### src/rtl/rts_pkg.sv
package rts_pkg;
  typedef enum logic {
    RTS_GO   = 1'b0,
    RTS_STOP = 1'b1
  } rts_lvl_e;
endpackage

### src/rtl/rts_level_decode.sv
module rts_level_decode #(
  parameter int CNT_W = 7,
  parameter int NIB_W = 4,
  parameter int STEP  = 4
) (
  input  logic [2*NIB_W-1:0] trig_ctl,
  output logic [CNT_W-1:0]   stop_lvl,
  output logic [CNT_W-1:0]   go_lvl
);
  logic [CNT_W-1:0] go_raw;

  always_comb begin
    stop_lvl = CNT_W'(trig_ctl[NIB_W-1:0]) * CNT_W'(STEP);
    go_raw   = CNT_W'(trig_ctl[2*NIB_W-1:NIB_W]) * CNT_W'(STEP);
    if (go_raw < stop_lvl)
      go_lvl = go_raw;
    else if (stop_lvl >= CNT_W'(STEP))
      go_lvl = stop_lvl - CNT_W'(STEP);
    else
      go_lvl = '0;
  end


  always_comb begin
    go_below_stop_chk: assert (stop_lvl == '0 || go_lvl < stop_lvl);
  end
endmodule

### src/rtl/rts_hyst.sv
module rts_hyst #(
  parameter int CNT_W = 7
) (
  input  logic             clk,
  input  logic             rst_n,
  input  logic [CNT_W-1:0] fifo_count,
  input  logic [CNT_W-1:0] stop_lvl,
  input  logic [CNT_W-1:0] go_lvl,
  output rts_pkg::rts_lvl_e state_d,
  output rts_pkg::rts_lvl_e state_q
);
  import rts_pkg::*;

  always_comb begin
    if (fifo_count >= stop_lvl)
      state_d = RTS_STOP;
    else if (fifo_count <= go_lvl)
      state_d = RTS_GO;
    else
      state_d = state_q;
  end

  always_ff @(posedge clk or negedge rst_n) begin
    if (!rst_n) state_q <= RTS_STOP;
    else        state_q <= state_d;
  end


  stop_hit_chk: assert property (@(posedge clk) disable iff (!rst_n)
    (fifo_count >= stop_lvl) |=> (state_q == RTS_STOP));

  go_hit_chk: assert property (@(posedge clk) disable iff (!rst_n)
    (fifo_count < stop_lvl && fifo_count <= go_lvl) |=> (state_q == RTS_GO));

  band_hold_chk: assert property (@(posedge clk) disable iff (!rst_n)
    (fifo_count > go_lvl && fifo_count < stop_lvl) |=> $stable(state_q));
endmodule

### src/rtl/rts_overrun_det.sv
module rts_overrun_det #(
  parameter int DEPTH = 64,
  parameter int CNT_W = 7
) (
  input  logic             clk,
  input  logic             rst_n,
  input  logic [CNT_W-1:0] fifo_count,
  input  logic             fifo_push,
  input  logic             fifo_pop,
  output logic             overrun
);
  logic full;
  assign full = (fifo_count == CNT_W'(DEPTH));

  always_ff @(posedge clk or negedge rst_n) begin
    if (!rst_n) overrun <= 1'b0;
    else        overrun <= fifo_push & ~fifo_pop & full;
  end


  ovr_cause_chk: assert property (@(posedge clk) disable iff (!rst_n)
    overrun |-> $past(fifo_push && !fifo_pop && fifo_count == CNT_W'(DEPTH)));

  ovr_pulse_chk: assert property (@(posedge clk) disable iff (!rst_n)
    (fifo_push && !fifo_pop && fifo_count == CNT_W'(DEPTH)) |=> overrun);
endmodule

### src/rtl/rx_rts_ctrl.sv
module rx_rts_ctrl #(
  parameter int DEPTH = 64,
  parameter int NIB_W = 4,
  localparam int CNT_W = $clog2(DEPTH + 1),
  localparam int STEP  = DEPTH / (1 << NIB_W)
) (
  input  logic               clk,
  input  logic               rst_n,
  input  logic               auto_en,
  input  logic               host_rts_n,
  input  logic [2*NIB_W-1:0] trig_ctl,
  input  logic [CNT_W-1:0]   fifo_count,
  input  logic               fifo_push,
  input  logic               fifo_pop,
  output logic               rts_n,
  output logic               overrun
);
  import rts_pkg::*;

  logic [CNT_W-1:0] stop_lvl;
  logic [CNT_W-1:0] go_lvl;
  rts_lvl_e         state_d;
  rts_lvl_e         state_q;

  rts_level_decode #(.CNT_W(CNT_W), .NIB_W(NIB_W), .STEP(STEP)) i_decode (
    .trig_ctl (trig_ctl),
    .stop_lvl (stop_lvl),
    .go_lvl   (go_lvl)
  );

  rts_hyst #(.CNT_W(CNT_W)) i_hyst (
    .clk        (clk),
    .rst_n      (rst_n),
    .fifo_count (fifo_count),
    .stop_lvl   (stop_lvl),
    .go_lvl     (go_lvl),
    .state_d    (state_d),
    .state_q    (state_q)
  );

  rts_overrun_det #(.DEPTH(DEPTH), .CNT_W(CNT_W)) i_ovr (
    .clk        (clk),
    .rst_n      (rst_n),
    .fifo_count (fifo_count),
    .fifo_push  (fifo_push),
    .fifo_pop   (fifo_pop),
    .overrun    (overrun)
  );

  always_ff @(posedge clk or negedge rst_n) begin
    if (!rst_n)       rts_n <= 1'b1;
    else if (auto_en) rts_n <= (state_d == RTS_STOP);
    else              rts_n <= host_rts_n;
  end


  host_follow_chk: assert property (@(posedge clk) disable iff (!rst_n)
    !auto_en |=> (rts_n == $past(host_rts_n)));

  pin_stop_chk: assert property (@(posedge clk) disable iff (!rst_n)
    (auto_en && fifo_count >= stop_lvl) |=> rts_n);

  pin_state_chk: assert property (@(posedge clk) disable iff (!rst_n)
    auto_en |=> (rts_n == (state_q == RTS_STOP)));
endmodule

### config.mk
export PLATFORM = sky130hd
export DESIGN_NAME = rx_rts_ctrl
export DESIGN_NICKNAME = d
export VERILOG_FILES = /design/src/rtl/rts_pkg.sv /design/src/rtl/rts_level_decode.sv /design/src/rtl/rts_hyst.sv /design/src/rtl/rts_overrun_det.sv /design/src/rtl/rx_rts_ctrl.sv
export SDC_FILE = /design/constraint.sdc
export NUM_CORES = 1
export LEC_CHECK = 0
export BUFFER_PORTS_ARGS = -buffer_cell sky130_fd_sc_hd__buf_2
export CELL_PAD_IN_SITES_DETAIL_PLACEMENT = 2
export CELL_PAD_IN_SITES_GLOBAL_PLACEMENT = 2
export CORE_MARGIN = 4
export CORE_UTILIZATION = 24
export CTS_BUF_LIST = sky130_fd_sc_hd__clkbuf_8
export CTS_CLUSTER_DIAMETER = 30
export DETAILED_ROUTE_END_ITERATION = 10
export GPL_TIMING_DRIVEN = 0
export PLACE_DENSITY_LB_ADDON = 0.1
export SETUP_SLACK_MARGIN = 0.02
export SKIP_CTS_REPAIR_TIMING = 1
export SYNTH_ARGS = -nofsm -noshare
export SYNTH_HDL_FRONTEND = slang
export SYNTH_SLANG_ARGS = --single-unit
### constraint.sdc
create_clock -name clk -period 0.9 [get_ports clk]
set_input_delay 0.135 -clock clk [delete_from_list [all_inputs] [get_ports clk]]
set_output_delay 0.135 -clock clk [all_outputs]
set_load 0.005 [all_outputs]
# == Yosys cells after proc, flatten, opt, wreduce, memory -nomap -nowiden ==
# Cells that the tools add are included.
# classes
addsub,1
order_cmp,4
n_eq_ne,1
mux,5
bitwise,3
# op_table
operator,count
7-bit two-way mux,2
7-bit equality test (second input constant),1
7-bit by 6-bit >= comparator with 1-bit output,1
7-bit <= comparator,1
6-bit by 3-bit subtractor with 7-bit output (second input constant),1
6-bit by 3-bit >= comparator with 1-bit output (second input constant),1
6-bit < comparator,1
1-bit two-way mux,3
1-bit bitwise AND,2
1-bit NOT,1
# totals
register_bits,3
in_bits,21
output_inout_bits,2
word_cells,17

# == Depth between registers and ports, before layout ==
# Gate-level depths: netlist (run 1).
# depth
ltp_word,7
depth_mapped,11
mapped_depth_nobuf,11

# == By module ==
# Synthesis (run 1) repeated with hierarchy kept, for this count alone.
# unflattened
hier_cells,90
hier_area_um2,757.0
# modules_own_cells
mod,n_inst,cells_each,area_per_inst_um2,seq_area_each_um2
rts_hyst,1,46,366.6,26.3
rts_level_decode,1,38,300.3,0.0
rts_overrun_det,1,4,48.8,25.0
rx_rts_ctrl,1,2,41.3,26.3

# == Worst setup path after synthesis (run 1) ==
# Ideal clock, no wire load.
# synth_path
path_kind,input port to flip-flop
from,in trig_ctl[1]
to,reg rts_n
setup_time_ps,77
arrival_time_ps,2052
required_ps,823
setup_slack_ps,-1229
stages,11
path_buffers,0
cell_sequence,inv_1 ha_1 a21o_1 a21o_1 a21oi_4 or3_2 ha_1 nand4_1 o21bai_1 o221ai_1 a31oi_1
# synth_between
elab_chain_len,7
elab_cells_between_ends,10
classes_between,add/sub: 1; order compare: 4; mux: 5
# synth_rtl
item,line,text
"start, declared",rx_rts_ctrl.sv:11,"input logic [2*NIB_W-1:0] trig_ctl,"
6-bit by 3-bit subtractor with 7-bit output / 6-bit by 3-bit >= comparator with 1-bit output (equally long branches),"rts_level_decode.sv:18, rts_level_decode.sv:17",
7-bit two-way mux,rts_level_decode.sv:17,else if (stop_lvl >= CNT_W'(STEP))
7-bit two-way mux,rts_level_decode.sv:15,if (go_raw < stop_lvl)
7-bit <= comparator,rts_hyst.sv:17,else if (fifo_count <= go_lvl)
1-bit two-way mux,rts_hyst.sv:17,
1-bit two-way mux *,rts_hyst.sv:15,if (fifo_count >= stop_lvl)
1-bit two-way mux *,rx_rts_ctrl.sv:52,else if (auto_en) rts_n <= (state_d == RTS_STOP);
"end signal, assigned",rx_rts_ctrl.sv:52,
"end signal, assigned",rx_rts_ctrl.sv:53,else rts_n <= host_rts_n;
"end, declared",rx_rts_ctrl.sv:15,"output logic rts_n,"
# Every way passes the cells marked *; elsewhere a longest branch is shown, timed or not.

# == Worst setup path after layout (run 1) ==
# Same ends and word-level chain as after synthesis.

==> impl_metrics.csv, run 1 <==
group,metric,value,unit
status,run_status,"finished, violations left",
status,violations_in_the_final_reports,"negative setup slack",
yosys,synth.cell_area,526,um^2
final_layout,fin_util,42.5,%
yosys,synth_cell_types,25,
final_layout,syn2layout_area_growth,63.6,%
placed_design,dp_hpwl,1510,um
cts,cts_made_buffers,3,
yosys,netlist_instances,61,
final_layout,fill_cells,223,
yosys,synth-seq-area-share,14.8,%
pwr,vdd.ir_drop.worst,0.492,mV
global_routing,gr-usage-met2,23.4,%
floorplanning,die_h,54.8,um
yosys,post_synth.cell_area_avg,8.61,um^2
timing,relSlewSlack,58.2,%
routing,routedWlPerCell,15.0,um
setup_path,cp_max_fo,5,
setup_path,worstSetupStartpointType,"input pin",
cts,max-clock-path-buffers,2,
pwr,p_total,0.919,mW
final_layout,drive_above_1_share,45.7,%
global_routing,global_route.peak_usage_layer,"met2",
setup_path,timing.critical_path.arrival,2.25,ns
routing,antenna_left,0,
yosys,synth-seq-cells,3,
final_layout,insertedDiodeCount,0,
floorplanning,row_count,16,
min_path,hold_path_depth,2,
placed_design,routability_cong,0.753,
routing,drt-pass1-iter-count,3,
cts,clkLatencyLatePin,0.21,ns
global_routing,gr-usage-met1,18.5,%
global_routing,initial_antenna_violation_count,0,
cts,cts-root-buf,"sky130_fd_sc_hd__clkbuf_8",
final_layout,finish.net_count,130,
setup_path,setup.worst_path.start,"trig_ctl[1]",
setup_path,critical_path_buf_inv_count,3,
timing,setup_ws,-1.21,ns
timing,finalClockSkew,0.00122,ns
routing,post_drt_via_cell_ratio,4.79,
setup_path,regToRegStartpoint,"i_hyst.state_q",
min_path,hold_path_class,"input pin to flop",
floorplanning,dieArea,0.00300,mm^2
global_routing,grt_pass1_vias,621,
setup_path,crit_cells,12,
setup_path,path_type_of_the_worst_setup_path,"input pin to flop",
cts,cts_num_sinks,3,
flow_run,drv_cap,0,
yosys,ys_warn_count,0,
floorplanning,die_w,54.8,um
setup_path,critPathTopFamily,"compound AO/OA/AOI/OAI gates",
timing,finalCritPeriodShare,235,%
setup_path,r2r_cells,2,
final_layout,multi_input_comb_area,475,um^2
setup_path,cp.required,1.03,ns
routing,routed_wl,1810,um
routing,detailroute.via_count,579,
floorplanning,fp.coreArea,0.00202,mm^2
setup_path,critical-path-max-stage-delay,0.29,ns
setup_path,endpoint_kind,"flop",
floorplanning,starting_density,26.0,%
global_routing,met3_usage,0,%
timing,setup-violations-final,3,
timing,report.final.hold_viol_count,0,
setup_path,setup.reg_to_reg.worst_slack,0.01,ns
timing,final_period_minus_worst_setup_slack,2.11,ns
timing,least_margin_pin_slew,0.612,ns
setup_path,regToRegEndpoint,"rts_n",
pwr,powerDensity,1070,mW/mm^2
global_routing,grt.overflow.total,0,
global_routing,grt_pass1_wl,2930,um
final_layout,seq_area,77.6,um^2
setup_path,critPathCapture,"rts_n",
yosys,synth.net_count,96,
cts,max_h_tree_level,1,
setup_path,crit_slowest_cell,"sky130_fd_sc_hd__mux2_4",
cts,cts.reportedPaths.clkPinSlew,0.03,ns
timing,grt_setup_unrepaired,"true",
floorplanning,boundaryPins,23,
timing,max_freq,473,MHz
pwr,reported_leakage_power,0.430,nW
routing,drc_errors,0,
setup_path,path_common_cell,"sky130_fd_sc_hd__a21o_1",
timing,finalMaxSlewViolations,0,
setup_path,crit_chain,"buf_12 -> inv_16 -> ha_4 -> a21o_1 -> a21o_1 -> a21oi_4 -> buf_6 -> mux2_4 -> ha_1 -> o21bai_1 -> o221ai_2 -> a31oi_1",
global_routing,grt_max_degree,7,
cts,cts_tree,"yes",
global_routing,total_routing_resource_utilization_after_global_routing,13.6,%
placed_design,placement.io_buffers,22,
routing,initialDrtViolationCount,2,
-- flip-flops by register name, summed over array words and instances (netlist names) --
register        count
i_ovr.overrun       1
i_hyst.state_q      1
rts_n               1
-- cells in the mapped netlist --
master	n	area, um^2
sky130_fd_sc_hd__nand4b_1	1	8.76
sky130_fd_sc_hd__nor4_1	1	6.26
sky130_fd_sc_hd__nand3_1	3	15.0
sky130_fd_sc_hd__a21boi_0	1	7.51
sky130_fd_sc_hd__nand4_1	2	12.5
sky130_fd_sc_hd__mux2_4	1	15.0
sky130_fd_sc_hd__xnor2_1	1	8.76
sky130_fd_sc_hd__ha_1	14	175
sky130_fd_sc_hd__or3_2	1	7.51
sky130_fd_sc_hd__o221ai_1	1	8.76
sky130_fd_sc_hd__a21o_1	3	22.5
sky130_fd_sc_hd__a2111oi_0	1	8.76
sky130_fd_sc_hd__o21bai_1	1	7.51
sky130_fd_sc_hd__nand2_1	5	18.8
sky130_fd_sc_hd__dfstp_2	2	52.6
sky130_fd_sc_hd__nand2b_1	1	6.26
sky130_fd_sc_hd__nor2_1	6	22.5
sky130_fd_sc_hd__o21ai_0	1	5.00
sky130_fd_sc_hd__a21oi_4	1	16.3
sky130_fd_sc_hd__a31oi_1	1	6.26
sky130_fd_sc_hd__inv_1	5	18.8
sky130_fd_sc_hd__mux2i_1	3	30.0
sky130_fd_sc_hd__a21oi_1	2	10.0
sky130_fd_sc_hd__dfrtp_1	1	25.0
sky130_fd_sc_hd__nor3_1	2	10.0
-- cell type report --
class	instances	area share [%]
clock buffers	3	4.80
clock inverters	1	0.437
inverters	5	4.08
multi-input cells	53	55.3
flip-flops and latches	3	9.02
well taps	27	3.93
repair buffers	29	22.4
-- worst min-delay path by stage --
stage / slack (ns) / to / start
2_1_floorplan: -0.16 / i_ovr.overrun / rst_n
3_3_place_gp: -0.07 / i_ovr.overrun / rst_n
3_5_place_dp: -0.06 / i_ovr.overrun / rst_n
4_1_cts: -0.29 / i_ovr.overrun / rst_n
5_1_grt: 0.09 / rts_n / auto_en
6_report: 0.09 / i_ovr.overrun / fifo_pop
-- per-stage QoR --
step           setup TNS [ns]  hold WS [ns]  instances  setup WS [ns]  cell area, um^2
3_3_place_gp            -2.88       -0.0714        110          -1.41              714
4_1_cts                 -2.69        -0.289        114          -1.34              759
6_report                -2.40        0.0929        121          -1.21              860
2_1_floorplan           -1.97        -0.161         61          -1.00              571
3_5_place_dp            -3.13       -0.0643        110          -1.53              714
5_1_grt                 -2.73        0.0937        121          -1.36              860
-- worst register-to-register path, cell delays in order (launching register included) --
cell	delay (ns)
sky130_fd_sc_hd__dfstp_2	0.52
sky130_fd_sc_hd__o221ai_2	0.09
sky130_fd_sc_hd__a31oi_1	0.20
-- cell usage in the layout (no fill, tap or decap), types with 2 or more instances in the layout --
| master | n |
|---|---|
| sky130_fd_sc_hd__a21o_1 | 3 |
| sky130_fd_sc_hd__buf_2 | 19 |
| sky130_fd_sc_hd__buf_4 | 6 |
| sky130_fd_sc_hd__buf_6 | 2 |
| sky130_fd_sc_hd__clkbuf_8 | 3 |
| sky130_fd_sc_hd__dfstp_2 | 2 |
| sky130_fd_sc_hd__ha_1 | 12 |
| sky130_fd_sc_hd__ha_4 | 2 |
| sky130_fd_sc_hd__inv_1 | 5 |
| sky130_fd_sc_hd__mux2i_1 | 2 |
| sky130_fd_sc_hd__nand2_1 | 5 |
| sky130_fd_sc_hd__nand3_1 | 3 |
| sky130_fd_sc_hd__nand4_1 | 2 |
| sky130_fd_sc_hd__nor2_1 | 6 |
| sky130_fd_sc_hd__nor3_1 | 2 |
-- where the power goes --
part	switching, mW	internal (mW)
logic	0.187	0.201
clock network	0.0859	0.290
registers	0.00447	0.150
-- cells by family after synthesis --
| logic type | Yosys count | synth area share (%) |
|---|---|---|
| simple gates | 22 | 20.5 |
| fa+ha+maj | 14 | 33.3 |
| compound gates | 12 | 17.6 |
| buf+inv | 5 | 3.57 |
| mux | 4 | 8.57 |
| flops | 3 | 14.8 |
| xor+xnor | 1 | 1.67 |
-- metal layers --
layer | wire (um) | part of all wire (%)
met1 | 842 | 46
met2 | 904 | 50
met3 | 52 | 2.9
met4 | 14 | 0.77
met5 | 0 | 0
Power figures use the tool's default switching activity.
==> run 2, diff against run 1 <==
Settings changed: GPL_TIMING_DRIVEN 0 to 1.
==> impl_metrics.csv, run 2 (synthesized netlist as in run 1, its figures left out) <==
group,metric,value,unit
status,run_status,"finished, violations left",
status,violations_in_the_final_reports,"negative setup slack",
cts,cts_tree,"yes",
timing,setup-violations-final,3,
timing,fin_worst_hold_slack,0.107,ns
setup_path,critPathTopFamily,"compound AO/OA/AOI/OAI gates",
floorplanning,dieArea,0.00300,mm^2
pwr,internal_power,0.670,mW
final_layout,finish.cell_count_without_fillers,135,
cts,max-clock-path-buffers,2,
global_routing,grt_max_degree,6,
global_routing,grt_pass1_vias,721,
cts,max_h_tree_level,1,
min_path,startpoint_of_the_most_critical_hold_path,"auto_en",
setup_path,cp_max_fo,5,
final_layout,top_library_cells_by_usage_in_the_layout_fill_and_taps_aside,"sky130_fd_sc_hd__buf_2, sky130_fd_sc_hd__buf_4, sky130_fd_sc_hd__ha_1",
timing,final_period_minus_worst_setup_slack,2.07,ns
timing,grt_setup_unrepaired,"true",
routing,routedWlPerCell,17.6,um
routing,antenna_left,0,
global_routing,grt.overflow.total,0,
routing,post_drt_via_cell_ratio,4.83,
pwr,p_seq_share,15.5,%
cts,cts-root-buf,"sky130_fd_sc_hd__clkbuf_8",
setup_path,crit_chain,"buf_12 -> inv_16 -> ha_4 -> a21o_1 -> a21o_1 -> a21oi_4 -> buf_4 -> or3_4 -> ha_4 -> nand4_1 -> o21bai_1 -> o221ai_1 -> a31oi_1",
routing,routed_wl,2380,um
timing,least_margin_pin_slew,0.442,ns
global_routing,total_routing_resource_utilization_after_global_routing,17.1,%
global_routing,initial_antenna_violation_count,0,
min_path,hold_path_depth,2,
timing,setup_ws,-1.17,ns
timing,max_freq,482,MHz
routing,drc_errors,0,
global_routing,grt_pass1_wl,3380,um
timing,report.final.hold_viol_count,0,
placed_design,placement.io_buffers,22,
cts,clkLatencyLatePin,0.22,ns
setup_path,timing.critical_path.arrival,2.22,ns
setup_path,endpoint_kind,"flop",
setup_path,critical_path_buf_inv_count,3,
setup_path,regToRegEndpoint,"rts_n",
routing,initialDrtViolationCount,5,
cts,cts.reportedPaths.clkPinSlew,0.04,ns
setup_path,regToRegStartpoint,"i_hyst.state_q",
timing,finalCritPeriodShare,230,%
pwr,netSwitchingPower,0.316,mW
final_layout,insertedDiodeCount,0,
timing,finalMaxSlewViolations,0,
timing,relSlewSlack,69.8,%
pwr,p_total,0.986,mW
pwr,fraction_of_power_consumed_by_the_clock_network,41.1,%
placed_design,dp_hpwl,1880,um
setup_path,cp.required,1.05,ns
pwr,powerDensity,1040,mW/mm^2
final_layout,fin_util,47.0,%
setup_path,r2r_cells,2,
floorplanning,die_h,54.8,um
setup_path,setup.reg_to_reg.worst_slack,-0.04,ns
setup_path,crit_slowest_cell,"sky130_fd_sc_hd__or3_4",
timing,setup_total_negative_slack,-2.35,ns
flow_run,drv_cap,0,
final_layout,drive_above_1_share,50.9,%
final_layout,finish.net_count,144,
min_path,min_to,"rts_n",
pwr,reported_leakage_power,0.497,nW
setup_path,worstSetupStartpointType,"input pin",
pwr,vdd.ir_drop.worst,0.491,mV
floorplanning,row_count,16,
routing,detailroute.via_count,652,
floorplanning,fp.coreArea,0.00202,mm^2
cts,cts_made_buffers,3,
floorplanning,starting_density,26.0,%
timing,finalClockSkew,0.000182,ns
floorplanning,die_w,54.8,um
cts,cts_num_sinks,3,
placed_design,numPlacedInstances,128,
pwr,power.switching_fraction,32.1,%
placed_design,routability_cong,0.724,
final_layout,top_regs,"i_hyst.state_q x1, i_ovr.overrun x1, rts_n x1",
min_path,hold_path_class,"input pin to flop",
final_layout,syn2layout_area_growth,80.7,%
floorplanning,boundaryPins,23,
routing,drt-pass1-iter-count,4,
pwr,pwr-share-comb,43.4,%
setup_path,critical-path-max-stage-delay,0.34,ns
setup_path,path_type_of_the_worst_setup_path,"input pin to flop",
==> run 2: area by class of cell <==
cell class	instances	area, um^2
repair buffers	43	292
flip-flops and latches	3	77.6
well taps	27	33.8
fillers	229	1070
inverters	5	35.0
clock buffers	3	41.3
clock inverters	1	3.75
multi-input cells	53	467
==> run 2: power by group through the flow <==
stage	combinational, mW	sequential [mW]	clock, mW
global route	0.475	0.154	0.424
floorplan	0.191	0.154	0
detailed placement	0.387	0.154	0
global placement	0.363	0.154	0
CTS	0.391	0.153	0.401
finish	0.428	0.153	0.405
==> run 2: worst reg2reg max path: stages, from the launching register on <==
cell and delay, ns:
sky130_fd_sc_hd__dfstp_2 0.52, sky130_fd_sc_hd__o221ai_1 0.13, sky130_fd_sc_hd__a31oi_1 0.20
==> run 2: metrics by stage <==
| stage | setup slack, ns | area [um^2] |
|---|---|---|
| 5_1_grt | -1.29 | 950 |
| 3_5_place_dp | -1.43 | 850 |
| 4_1_cts | -1.25 | 895 |
| 3_3_place_gp | -1.34 | 850 |
| 2_1_floorplan | -1.00 | 571 |
| 6_report | -1.17 | 950 |
==> run 2: how the worst max path moves through the flow <==
stage,start,end,slack [ns],cells after the start
2_1_floorplan,trig_ctl[1],rts_n,-1.00,11
3_3_place_gp,trig_ctl[1],rts_n,-1.34,12
3_5_place_dp,trig_ctl[1],rts_n,-1.43,12
4_1_cts,trig_ctl[1],rts_n,-1.25,12
5_1_grt,trig_ctl[1],rts_n,-1.29,13
6_report,trig_ctl[1],rts_n,-1.17,13
==> run 2: metal layers <==
layer  routed length (um)  global-route usage (%)
met5                    0                       0
met1                 1050                    19.7
met4                   43                    7.47
met3                   61                    1.63
met2                 1220                    31.1
==> run 3, diff against run 2 <==
Settings changed: ABC_AREA set to 1, CORE_UTILIZATION 24 to 25.
Clock period 0.9 ns to 2.1 ns, I/O delays scaled along.
==> impl_metrics.csv, run 3 <==
group,metric,value,unit
placed_design,dp_hpwl,1810,um
min_path,hold_path_class,"input pin to flop",
setup_path,cp.required,2.24,ns
setup_path,path_type_of_the_worst_setup_path,"input pin to flop",
global_routing,grt_pass1_wl,3520,um
timing,max_freq,508,MHz
timing,least_margin_pin_slew,0.187,ns
cts,cts-root-buf,"sky130_fd_sc_hd__clkbuf_8",
yosys,synth.net_count,129,
setup_path,regToRegStartpoint,"i_hyst.state_q",
floorplanning,boundaryPins,23,
yosys,synth-seq-area-share,12.6,%
min_path,startpoint_of_the_most_critical_hold_path,"fifo_pop",
final_layout,syn2layout_area_growth,54.7,%
yosys,most_instantiated_cells_after_synthesis,"sky130_fd_sc_hd__nand2_1, sky130_fd_sc_hd__ha_1, sky130_fd_sc_hd__inv_1",
cts,clkLatencyLatePin,0.21,ns
cts,max_h_tree_level,1,
floorplanning,starting_density,27.0,%
floorplanning,dieArea,0.00332,mm^2
setup_path,worstSetupStartpointType,"input pin",
floorplanning,row_count,17,
timing,setup_total_negative_slack,0,ns
final_layout,top_library_cells_by_usage_in_the_layout_fill_and_taps_aside,"sky130_fd_sc_hd__nand2_1, sky130_fd_sc_hd__buf_2, sky130_fd_sc_hd__inv_1",
final_layout,finish.instance_area,952,um^2
pwr,p_total,0.432,mW
final_layout,insertedDiodeCount,0,
routing,routed_wl,2270,um
floorplanning,die_w,57.6,um
placed_design,placement.cell_area,798,um^2
setup_path,cp_max_fo,4,
yosys,async_reset_ff_share,100,%
global_routing,initial_antenna_violation_count,0,
yosys,synth.most_common_cell,"sky130_fd_sc_hd__nand2_1",
final_layout,commonest_non_fill_non_tap_cell_in_the_layout,"sky130_fd_sc_hd__nand2_1",
placed_design,placement.io_buffers,22,
setup_path,r2r_cells,6,
timing,final_period_minus_worst_setup_slack,1.97,ns
routing,initialDrtViolationCount,18,
setup_path,timing.critical_path.arrival,2.11,ns
yosys,synth-seq-cells,3,
min_path,min_to,"i_ovr.overrun",
final_layout,fin_util,41.8,%
status,run_status,"finished clean",
pwr,powerDensity,454,mW/mm^2
setup_path,crit_slowest_cell,"sky130_fd_sc_hd__ha_1",
cts,cts.reportedPaths.clkPinSlew,0.03,ns
routing,antenna_left,0,
global_routing,grt_pass1_vias,810,
yosys,post_synth.cell_area_avg,6.55,um^2
timing,report.final.hold_viol_count,0,
timing,finalClockSkew,0.0000191,ns
setup_path,path_common_cell,"sky130_fd_sc_hd__nand2_1",
setup_path,regToRegEndpoint,"rts_n",
yosys,ys_warn_count,0,
global_routing,global_route.peak_usage_layer,"met2",
timing,finalCritPeriodShare,93.7,%
final_layout,drive_above_1_share,46.5,%
floorplanning,die_h,57.6,um
global_routing,grt.overflow.total,0,
pwr,vdd.ir_drop.worst,0.587,mV
routing,detailroute.via_count,737,
routing,drt-pass1-iter-count,3,
setup_path,critical-path-max-stage-delay,0.31,ns
yosys,netlist_instances,94,
setup_path,crit_chain,"buf_2 -> inv_2 -> ha_4 -> o21ai_2 -> nand2_1 -> nand3_2 -> buf_4 -> nand3b_1 -> nand2_1 -> ha_1 -> nand2_2 -> inv_1 -> nand2_1 -> nand3_2 -> nand2_2 -> nand2_2 -> nand2_1 -> nand2_1",
global_routing,grt_max_degree,8,
routing,routedWlPerCell,14.5,um
yosys,yosysTopAreaCell,"sky130_fd_sc_hd__ha_1",
yosys,netlist_top_cells_area,"sky130_fd_sc_hd__ha_1, sky130_fd_sc_hd__nand2_1, sky130_fd_sc_hd__dfstp_2, sky130_fd_sc_hd__inv_1, sky130_fd_sc_hd__nor2_1",
global_routing,met3_usage,3.12,%
cts,cts_num_sinks,3,
yosys,synthDominantCellAreaShare,28.5,%
setup_path,endpoint_kind,"flop",
flow_run,drv_cap,0,
routing,post_drt_via_cell_ratio,4.69,
global_routing,gr-usage-met2,24.0,%
final_layout,finish.net_count,165,
cts,cts_tree,"yes",
global_routing,total_routing_resource_utilization_after_global_routing,13.5,%
timing,setup-violations-final,0,
timing,finalMaxSlewViolations,0,
cts,cts_made_buffers,3,
floorplanning,fp.coreArea,0.00228,mm^2
min_path,hold_path_depth,2,
yosys,synth_cell_types,19,
yosys,synth-edff-count,0,
setup_path,critPathTopFamily,"simple AND/OR/NAND/NOR gates",
cts,max-clock-path-buffers,2,
setup_path,critical_path_buf_inv_count,4,
yosys,most_frequently_used_flop_master_after_synthesis,"sky130_fd_sc_hd__dfstp_2",
setup_path,setup.reg_to_reg.worst_slack,1.13,ns
global_routing,gr-usage-met1,16.8,%
timing,relSlewSlack,87.4,%
routing,drc_errors,0,
pwr,reported_leakage_power,0.512,nW
final_layout,top_regs,"i_hyst.state_q x1, i_ovr.overrun x1, rts_n x1",
yosys,synth.cell_area,616,um^2
placed_design,routability_cong,0.736,
[run 3: cell count changes after synthesis, sizes merged, moves of 3 or more]
cell | previous run | this run
nor2 | 6 | 9
o21ai | 1 | 4
mux2i | 3 | 0
nand2 | 5 | 32
inv | 5 | 16
a21o | 3 | 0
[run 3: area by class of cell]
class	instances	area, um^2
Timing Repair Buffer	31	180
Inverter	16	60.1
Sequential cell	3	77.6
Tap cell	28	35.0
Fill cell	290	1320
Multi-Input combinational cell	75	554
Clock inverter	1	3.75
Clock buffer	3	41.3
[run 3: report_power, final]
part,internal (mW),leakage [nW],switching (mW)
combinational,0.0931,0.450,0.113
sequential,0.0647,0.0350,0.00119
clock,0.124,0.0269,0.0359
total,0.282,0.512,0.150
[run 3: metrics by stage]
| step | std cells | hold slack [ns] | setup slack [ns] |
|---|---|---|---|
| 2_1_floorplan | 94 | 0.0194 | 0.199 |
| 3_5_place_dp | 149 | 0.119 | -0.151 |
| 4_1_cts | 153 | -0.105 | 0.0587 |
| 3_3_place_gp | 149 | 0.112 | -0.0569 |
| 5_1_grt | 157 | 0.259 | -0.0420 |
| 6_report | 157 | 0.264 | 0.133 |
[run 3: kinds of logic (layout without fill, tap and decap cells)]
logic type / Yosys count / count (layout) / share of synthesized area [%]
simple gates: 52 / 52 / 38.8
buf+inv: 16 / 51 / 9.76
fa+ha+maj: 14 / 14 / 28.5
compound gates: 9 / 9 / 10.4
flops: 3 / 3 / 12.6
[run 3: worst max-delay path by stage]
stage,endpoint,depth (start not counted),start
CTS,rts_n,16,trig_ctl[3]
global placement,rts_n,16,trig_ctl[3]
global route,rts_n,18,trig_ctl[1]
floorplan,rts_n,15,trig_ctl[3]
detailed placement,rts_n,16,trig_ctl[3]
finish,rts_n,18,trig_ctl[1]
[run 3: metal layers]
layer	share of wire (%)	vias to the layer above
met5	0	-
met2	55	14
met4	0	0
met3	2.2	0
li1	-	371
met1	43	352
